--- src/rtl/csd_pkg.sv ---
package csd_pkg;
  localparam int BYTE_W   = 8;
  localparam int NUM_DEST = 3;
  localparam int SEL_W    = 2;
  localparam int CONT_BIT = 7;
  localparam int SEL_HI   = 6;
  localparam int SEL_LO   = 5;

  typedef enum logic [1:0] {
    PH_IDLE   = 2'd0,
    PH_CTRL   = 2'd1,
    PH_ONE    = 2'd2,
    PH_STREAM = 2'd3
  } phase_e;
endpackage

--- src/rtl/csd_parser.sv ---
module csd_parser
  import csd_pkg::*;
#(
  parameter int W  = BYTE_W,
  parameter int SW = SEL_W
) (
  input  logic          clk,
  input  logic          rst_n,
  input  logic          acc_start_i,
  input  logic          acc_end_i,
  input  logic          byte_vld_i,
  input  logic [W-1:0]  byte_i,
  output logic          wr_req_o,
  output logic [SW-1:0] wr_sel_o,
  output phase_e        phase_o,
  output logic [SW-1:0] sel_o,
  output logic          cont_o
);
  phase_e          phase_q, phase_d, eff_phase;
  logic [SW-1:0]   sel_q, sel_d;
  logic            cont_q, cont_d;
  logic            state_en;

  assign state_en = byte_vld_i | acc_start_i | acc_end_i;

  always_comb begin
    eff_phase = acc_start_i ? PH_CTRL : phase_q;
    phase_d   = eff_phase;
    sel_d     = sel_q;
    cont_d    = cont_q;
    wr_req_o  = 1'b0;
    wr_sel_o  = sel_q;
    if (byte_vld_i) begin
      case (eff_phase)
        PH_CTRL: begin
          sel_d   = byte_i[SEL_HI:SEL_LO];
          cont_d  = byte_i[CONT_BIT];
          phase_d = byte_i[CONT_BIT] ? PH_ONE : PH_STREAM;
        end
        PH_ONE: begin
          wr_req_o = 1'b1;
          phase_d  = PH_CTRL;
        end
        PH_STREAM: begin
          wr_req_o = 1'b1;
        end
        default: ;
      endcase
    end
    if (acc_end_i && !acc_start_i) begin
      phase_d = PH_IDLE;
    end
  end

  always_ff @(posedge clk or negedge rst_n) begin
    if (!rst_n) begin
      phase_q <= PH_IDLE;
      sel_q   <= '0;
      cont_q  <= 1'b0;
    end else if (state_en) begin
      phase_q <= phase_d;
      sel_q   <= sel_d;
      cont_q  <= cont_d;
    end
  end

  assign phase_o = phase_q;
  assign sel_o   = sel_q;
  assign cont_o  = cont_q;
endmodule

--- src/rtl/csd_router.sv ---
module csd_router #(
  parameter int W  = 8,
  parameter int N  = 3,
  parameter int SW = 2
) (
  input  logic                clk,
  input  logic                rst_n,
  input  logic                wr_req_i,
  input  logic [SW-1:0]       wr_sel_i,
  input  logic [W-1:0]        wr_byte_i,
  output logic [N-1:0]        we_o,
  output logic [N-1:0][W-1:0] data_o
);
  for (genvar g = 0; g < N; g++) begin : g_port
    logic hit;
    assign hit = wr_req_i && (wr_sel_i == SW'(g));

    always_ff @(posedge clk or negedge rst_n) begin
      if (!rst_n) begin
        we_o[g] <= 1'b0;
      end else begin
        we_o[g] <= hit;
      end
    end

    always_ff @(posedge clk or negedge rst_n) begin
      if (!rst_n) begin
        data_o[g] <= '0;
      end else if (hit) begin
        data_o[g] <= wr_byte_i;
      end
    end
  end
endmodule

--- src/rtl/ctrl_stream_demux.sv ---
module ctrl_stream_demux
  import csd_pkg::*;
(
  input  logic              clk,
  input  logic              rst_n,
  input  logic              acc_start_i,
  input  logic              acc_end_i,
  input  logic              byte_vld_i,
  input  logic [BYTE_W-1:0] byte_i,
  output logic              cmd_we_o,
  output logic [BYTE_W-1:0] cmd_data_o,
  output logic              ram_we_o,
  output logic [BYTE_W-1:0] ram_data_o,
  output logic              pwm_we_o,
  output logic [BYTE_W-1:0] pwm_data_o,
  output logic [1:0]        dbg_phase_o,
  output logic [SEL_W-1:0]  dbg_dest_o,
  output logic              dbg_cont_o
);
  logic                           wr_req;
  logic [SEL_W-1:0]               wr_sel;
  phase_e                         phase;
  logic [NUM_DEST-1:0]            we;
  logic [NUM_DEST-1:0][BYTE_W-1:0] data;

  csd_parser #(.W(BYTE_W), .SW(SEL_W)) u_parser (
    .clk         (clk),
    .rst_n       (rst_n),
    .acc_start_i (acc_start_i),
    .acc_end_i   (acc_end_i),
    .byte_vld_i  (byte_vld_i),
    .byte_i      (byte_i),
    .wr_req_o    (wr_req),
    .wr_sel_o    (wr_sel),
    .phase_o     (phase),
    .sel_o       (dbg_dest_o),
    .cont_o      (dbg_cont_o)
  );

  csd_router #(.W(BYTE_W), .N(NUM_DEST), .SW(SEL_W)) u_router (
    .clk       (clk),
    .rst_n     (rst_n),
    .wr_req_i  (wr_req),
    .wr_sel_i  (wr_sel),
    .wr_byte_i (byte_i),
    .we_o      (we),
    .data_o    (data)
  );

  assign dbg_phase_o = phase;
  assign cmd_we_o    = we[0];
  assign ram_we_o    = we[1];
  assign pwm_we_o    = we[2];
  assign cmd_data_o  = data[0];
  assign ram_data_o  = data[1];
  assign pwm_data_o  = data[2];
endmodule

--- config.mk ---
export PLATFORM = sky130hd
export DESIGN_NAME = ctrl_stream_demux
export DESIGN_NICKNAME = d
export VERILOG_FILES = /design/src/rtl/csd_pkg.sv /design/src/rtl/csd_parser.sv /design/src/rtl/csd_router.sv /design/src/rtl/ctrl_stream_demux.sv
export SDC_FILE = /design/constraint.sdc
export NUM_CORES = 1
export LEC_CHECK = 0
export ABC_AREA = 1
export CAP_MARGIN = 40
export CORE_MARGIN = 1
export CORE_UTILIZATION = 40
export CTS_BUF_LIST = sky130_fd_sc_hd__clkbuf_8
export DETAILED_ROUTE_END_ITERATION = 8
export PLACE_DENSITY = 0.71
export SLEW_MARGIN = 20
export SYNTH_ARGS = -nofsm -noshare
export SYNTH_HDL_FRONTEND = slang
export SYNTH_SLANG_ARGS = --single-unit
--- constraint.sdc ---
create_clock -name clk -period 3.25 [get_ports clk]
set_input_delay 0.8125 -clock clk [delete_from_list [all_inputs] [get_ports clk]]
set_output_delay 0.8125 -clock clk [all_outputs]
set_load 0.01 [all_outputs]
# == Yosys cells after proc, flatten, opt, wreduce, memory -nomap -nowiden ==
# Index checks and enable logic that the tools add are counted.
# classes
bitwise_logic,2
n_eq_ne,5
n_reduce_logical,8
mux,7
# ops
operator,count
"equality test 2 bit, second input constant",3
2-to-1 mux 2 bit,3
"equality test 2 x 1 -> 1 bit, second input constant",2
logical AND 1 bit,4
one-hot mux 2 bit (2 select lines),1
2-to-1 mux 1 bit,3
AND reduction 3 bit,1
zero test 2 bit,1
bitwise OR 1 bit,2
OR reduction 2 bit,1
zero test 1 bit,1
# word_totals
word_cells,31
in_bits,13
output_inout_bits,32
regBits,32

# == Longest topological paths before layout ==
# depth
depth_word,6
mapped_depth,8
depth_no_buf,8

# == By module ==
# Synthesis repeated with hierarchy kept, for this count alone.
# hier_totals
cells_unflattened,154
area_unflattened_um2,1435.1
# by_module_without_submodules
module,cells_per_inst,area_each_um2,instances
csd_router,113,1118.6,1
csd_parser,41,316.6,1

# == Worst setup path after synthesis ==
# Ideal clock, no wire load.
# synth_timing
path_type,in2reg
from,input acc_start_i
to,"register u_parser.phase_q[0], in the netlist u_parser.phase_o[0]"
t_required_ns,3.133
cell_stages,7
slack_ns,1.628
arrival_time_ns,1.505
setup_time_ns,0.117
n_path_buf,0
cell_sequence,nor2_4 > inv_1 > ha_1 > nor2_1 > nand3_1 > nand3_1 > nand2_1
# synth_between
elab_chain_len,5
elab_cells_between_ends,10
# synth_lines
element,line,rtl
"start, declared",ctrl_stream_demux.sv:6,"input logic acc_start_i,"
2-to-1 mux 2 bit,csd_parser.sv:27,eff_phase = acc_start_i ? PH_CTRL : phase_q;
equality test 2 bit / equality test 2 x 1 -> 1 bit (equally long branches),csd_parser.sv:34,case (eff_phase)
one-hot mux 2 bit (2 select lines),csd_parser.sv:34,
2-to-1 mux 2 bit,csd_parser.sv:33,if (byte_vld_i) begin
2-to-1 mux 2 bit,csd_parser.sv:50,if (acc_end_i && !acc_start_i) begin
"end signal, assigned",csd_parser.sv:61,phase_q <= phase_d;
"end, declared",csd_parser.sv:19,"phase_e phase_q, phase_d, eff_phase;"
# Several ways; a longest one is shown, not always the timed one.
# A chain may end at the register's enable or synchronous reset.

# == Worst setup path in the final report ==
# layout_timing
from,"register u_parser.sel_q[1], in the netlist u_parser.sel_o[1]"
to,output dbg_dest_o[1]
# layout_lines
element,line,rtl
"start, declared",csd_parser.sv:20,"logic [SW-1:0] sel_q, sel_d;"
"start signal, assigned",csd_parser.sv:62,sel_q <= sel_d;
"end, declared",ctrl_stream_demux.sv:17,"output logic [SEL_W-1:0] dbg_dest_o,"
# No word-level cell between the ends.

==> load_flow_metrics.sql <==
INSERT INTO impl_metrics (metric_group, metric, value, unit) VALUES
('outcome', 'outcome', 'finished clean', ''),
('timing', 'finalClockSkew', '3.34', 'ps'),
('setup_path', 'category_of_cells_accounting_for_the_largest_share_of_critical_path_delay', 'buffers and inverters', ''),
('place', 'placement.io_buffers', '44', ''),
('synthesis', 'async_reset_ff_share', '100', '%'),
('clocking', 'worstSkewPairLatency', '280', 'ps'),
('layout', 'synth_to_layout_area_growth', '44.4', '%'),
('grt', 'grt_start_max_net_pins', '33', ''),
('timing', 'timing.final.hold_violations', '0', ''),
('die', 'floorplan.rows', '20', ''),
('power', 'totalPowerFinal', '0.00161', 'W'),
('layout', 'combined_area_of_the_multi_input_logic_cells', '495', 'um^2'),
('setup_path', 'critPathCaptureType', 'output pin', ''),
('timing', 'fmaxAchievable', '477', 'MHz'),
('timing', 'timing.setup.tns', '0', 'ps'),
('die', 'start_util', '43.4', '%'),
('setup_path', 'cp.required', '2440', 'ps'),
('clocking', 'cts_tree', 'done', ''),
('timing', 'pin_slew_with_the_least_headroom_to_its_limit', '419', 'ps'),
('timing', 'final_max_slew_viol_count', '0', ''),
('power', 'power.density', '814', 'nW/um^2'),
('clocking', 'postCtsHoldBufs', '0', ''),
('layout', 'finish.utilization', '62.6', '%'),
('drt', 'finalWirelength', '3030', 'um'),
('grt', 'grt_util_all_layers', '18.4', '%'),
('layout', 'n_fill_cell', '284', ''),
('timing', 'final-setup-viol-count', '0', ''),
('grt', 'grt_antenna_before_repair', '0', ''),
('layout', 'count_of_nets_after_finishing', '212', ''),
('timing', 'min_period_over_period', '64.5', '%'),
('clocking', 'cts_buffers', '5', ''),
('synthesis', 'synth_edf_count', '0', ''),
('setup_path', 'crit_path_start_kind', 'register', ''),
('synthesis', 'synth_seq_cells', '32', ''),
('synthesis', 'yosysTopAreaCell', 'sky130_fd_sc_hd__dfrtp_1', ''),
('synthesis', 'synth_nets', '162', ''),
('drt', 'routed_vias_inst', '4.71', ''),
('layout', 'layout-drive-gt1-share', '11.6', '%'),
('die', 'coreArea', '3150', 'um^2'),
('job', 'max_cap_violations', '0', ''),
('clocking', 'root_buffer', 'sky130_fd_sc_hd__clkbuf_8', ''),
('synthesis', 'syn_area_per_cell', '9.30', 'um^2'),
('die', 'die_w', '60.5', 'um'),
('clocking', 'cts_num_sinks', '32', ''),
('setup_path', 'critical_path_buf_inv_count', '1', ''),
('synthesis', 'netlist_instances', '147', ''),
('die', 'die_height', '60.5', 'um'),
('setup_path', 'cp.arrival', '1280', 'ps'),
('timing', 'unrepaired_setup_endpoints_after_global_routing', 'no', ''),
('place', 'detailed_place_hpwl', '2180', 'um'),
('synthesis', 'synth_ff_type', 'sky130_fd_sc_hd__dfrtp_1', ''),
('clocking', 'postCtsSetupRepairBufs', '0', ''),
('grt', 'grt_pass1_wl', '4810', 'um'),
('drt', 'drt_pass1_iterations', '4', ''),
('hold_path', 'min-delay-path-class', 'register to register', ''),
('drt', 'wl_per_cell', '12.5', 'um'),
('die', 'pin_count', '45', ''),
('place', 'gpl.final_weighted_congestion', '0.828', ''),
('setup_path', 'crit_path_cell_trace', 'clkdlybuf4s50_1', ''),
('synthesis', 'yosysTopAreaCellShare', '58.6', '%'),
('setup_path', 'r2r_setup_slack', '1850', 'ps'),
('clocking', 'htree_levels', '2', ''),
('layout', 'sequential_cell_area', '801', 'um^2'),
('drt', 'drt-initial-drc-count', '40', ''),
('synthesis', 'ys_top_cells_by_area', 'sky130_fd_sc_hd__dfrtp_1 59%, sky130_fd_sc_hd__nand2_1 16%, sky130_fd_sc_hd__o21ai_0 4.0%', ''),
('layout', 'insertedDiodeCount', '0', ''),
('power', 'power.static_leakage', '0.940', 'nW'),
('grt', 'first_global_vias', '1033', ''),
('timing', 'slew-limit-headroom', '72.0', '%'),
('drt', 'drc', '0', ''),
('grt', 'globalRoute.totalOverflow', '0', '');
metal layers:
| metal | wire length (um) | GRT usage, % | up-vias |
|---|---|---|---|
| li1 | - | - | 560 |
| met1 | 1350 | 23.8 | 532 |
| met2 | 1400 | 28.4 | 40 |
| met3 | 198 | 6.18 | 7 |
| met4 | 70 | 7.79 | 0 |
| met5 | 0 | 0 | - |
path summary, 6_finish.rpt:
kind / from / end / cells after the start
max reg2reg: u_parser.phase_o[1] / u_parser.phase_o[0] / 8
max in group asynchronous: rst_n / u_parser.sel_o[1] / 2
min reg2reg: u_router.data_o[15] / u_router.data_o[15] / 2
min: u_router.data_o[15] / u_router.data_o[15] / 2
max: u_parser.sel_o[1] / dbg_dest_o[1] / 1
min in group asynchronous: rst_n / u_router.data_o[22] / 2
layout make-up:
| type | instances | area share [%] |
|---|---|---|
| clock buffer | 7 | 4.88 |
| multi-input combinational | 100 | 25.1 |
| sequential | 32 | 40.6 |
| clock inverter | 1 | 1.52 |
| inverter | 13 | 2.47 |
| tap | 44 | 2.79 |
| timing repair buffer | 45 | 22.7 |
state kept, by name (all words and copies together), names as in the netlist:
| register | count |
|---|---|
| u_router.data_o | 24 |
| u_parser.phase_o | 2 |
| u_parser.sel_o | 2 |
| u_parser.cont_o | 1 |
| u_router.we_o | 3 |
per-stage QoR:
stage | instance area, um^2 | setup slack [ps] | std cells | hold WS (ps)
CTS | 1970 | 1160 | 242 | 482
global route | 1970 | 1120 | 242 | 500
finish | 1970 | 1150 | 242 | 476
global placement | 1850 | 1040 | 234 | 464
floorplan | 1370 | 1630 | 147 | 514
detailed placement | 1850 | 944 | 234 | 468
cells in the final DEF (no fill, tap or decap):
cell type / Yosys / routed
sky130_fd_sc_hd__nand2_1: 57 / 57
sky130_fd_sc_hd__clkdlybuf4s50_1: 0 / 44
sky130_fd_sc_hd__dfrtp_1: 32 / 32
sky130_fd_sc_hd__inv_1: 11 / 11
sky130_fd_sc_hd__o21ai_0: 11 / 11
sky130_fd_sc_hd__o21ai_1: 8 / 8
sky130_fd_sc_hd__clkbuf_8: 0 / 7
sky130_fd_sc_hd__nor2_1: 6 / 6
sky130_fd_sc_hd__o21ai_2: 5 / 5
sky130_fd_sc_hd__nor2_4: 3 / 3
sky130_fd_sc_hd__inv_2: 2 / 2
sky130_fd_sc_hd__nand2_2: 2 / 2
sky130_fd_sc_hd__nand3_1: 2 / 2
sky130_fd_sc_hd__ha_1: 2 / 2
sky130_fd_sc_hd__nand3_2: 1 / 1
sky130_fd_sc_hd__nand3_4: 1 / 1
sky130_fd_sc_hd__nor3_1: 1 / 1
sky130_fd_sc_hd__nand4_1: 1 / 1
sky130_fd_sc_hd__bufinv_16: 0 / 1
sky130_fd_sc_hd__buf_4: 0 / 1
cell families (layout without fill, tap and decap cells):
| group | count (synthesis) | count (layout) | share of synthesized area, % |
|---|---|---|---|
| AO/OA/AOI/OAI | 24 | 24 | 10.2 |
| flip-flops | 32 | 32 | 58.6 |
| adder cells (fa/ha/maj) | 2 | 2 | 1.83 |
| buffers and inverters | 15 | 66 | 5.22 |
| AND/OR/NAND/NOR | 74 | 74 | 24.2 |
where the power goes:
part / switching, W / internal [W] / total (W)
clock: 0.000144 / 0.000270 / 0.000414
combinational: 0.000252 / 0.000320 / 0.000572
sequential: 0.0000817 / 0.000540 / 0.000621
total: 0.000477 / 0.00113 / 0.00161
Power figures use the tool's default switching activity.
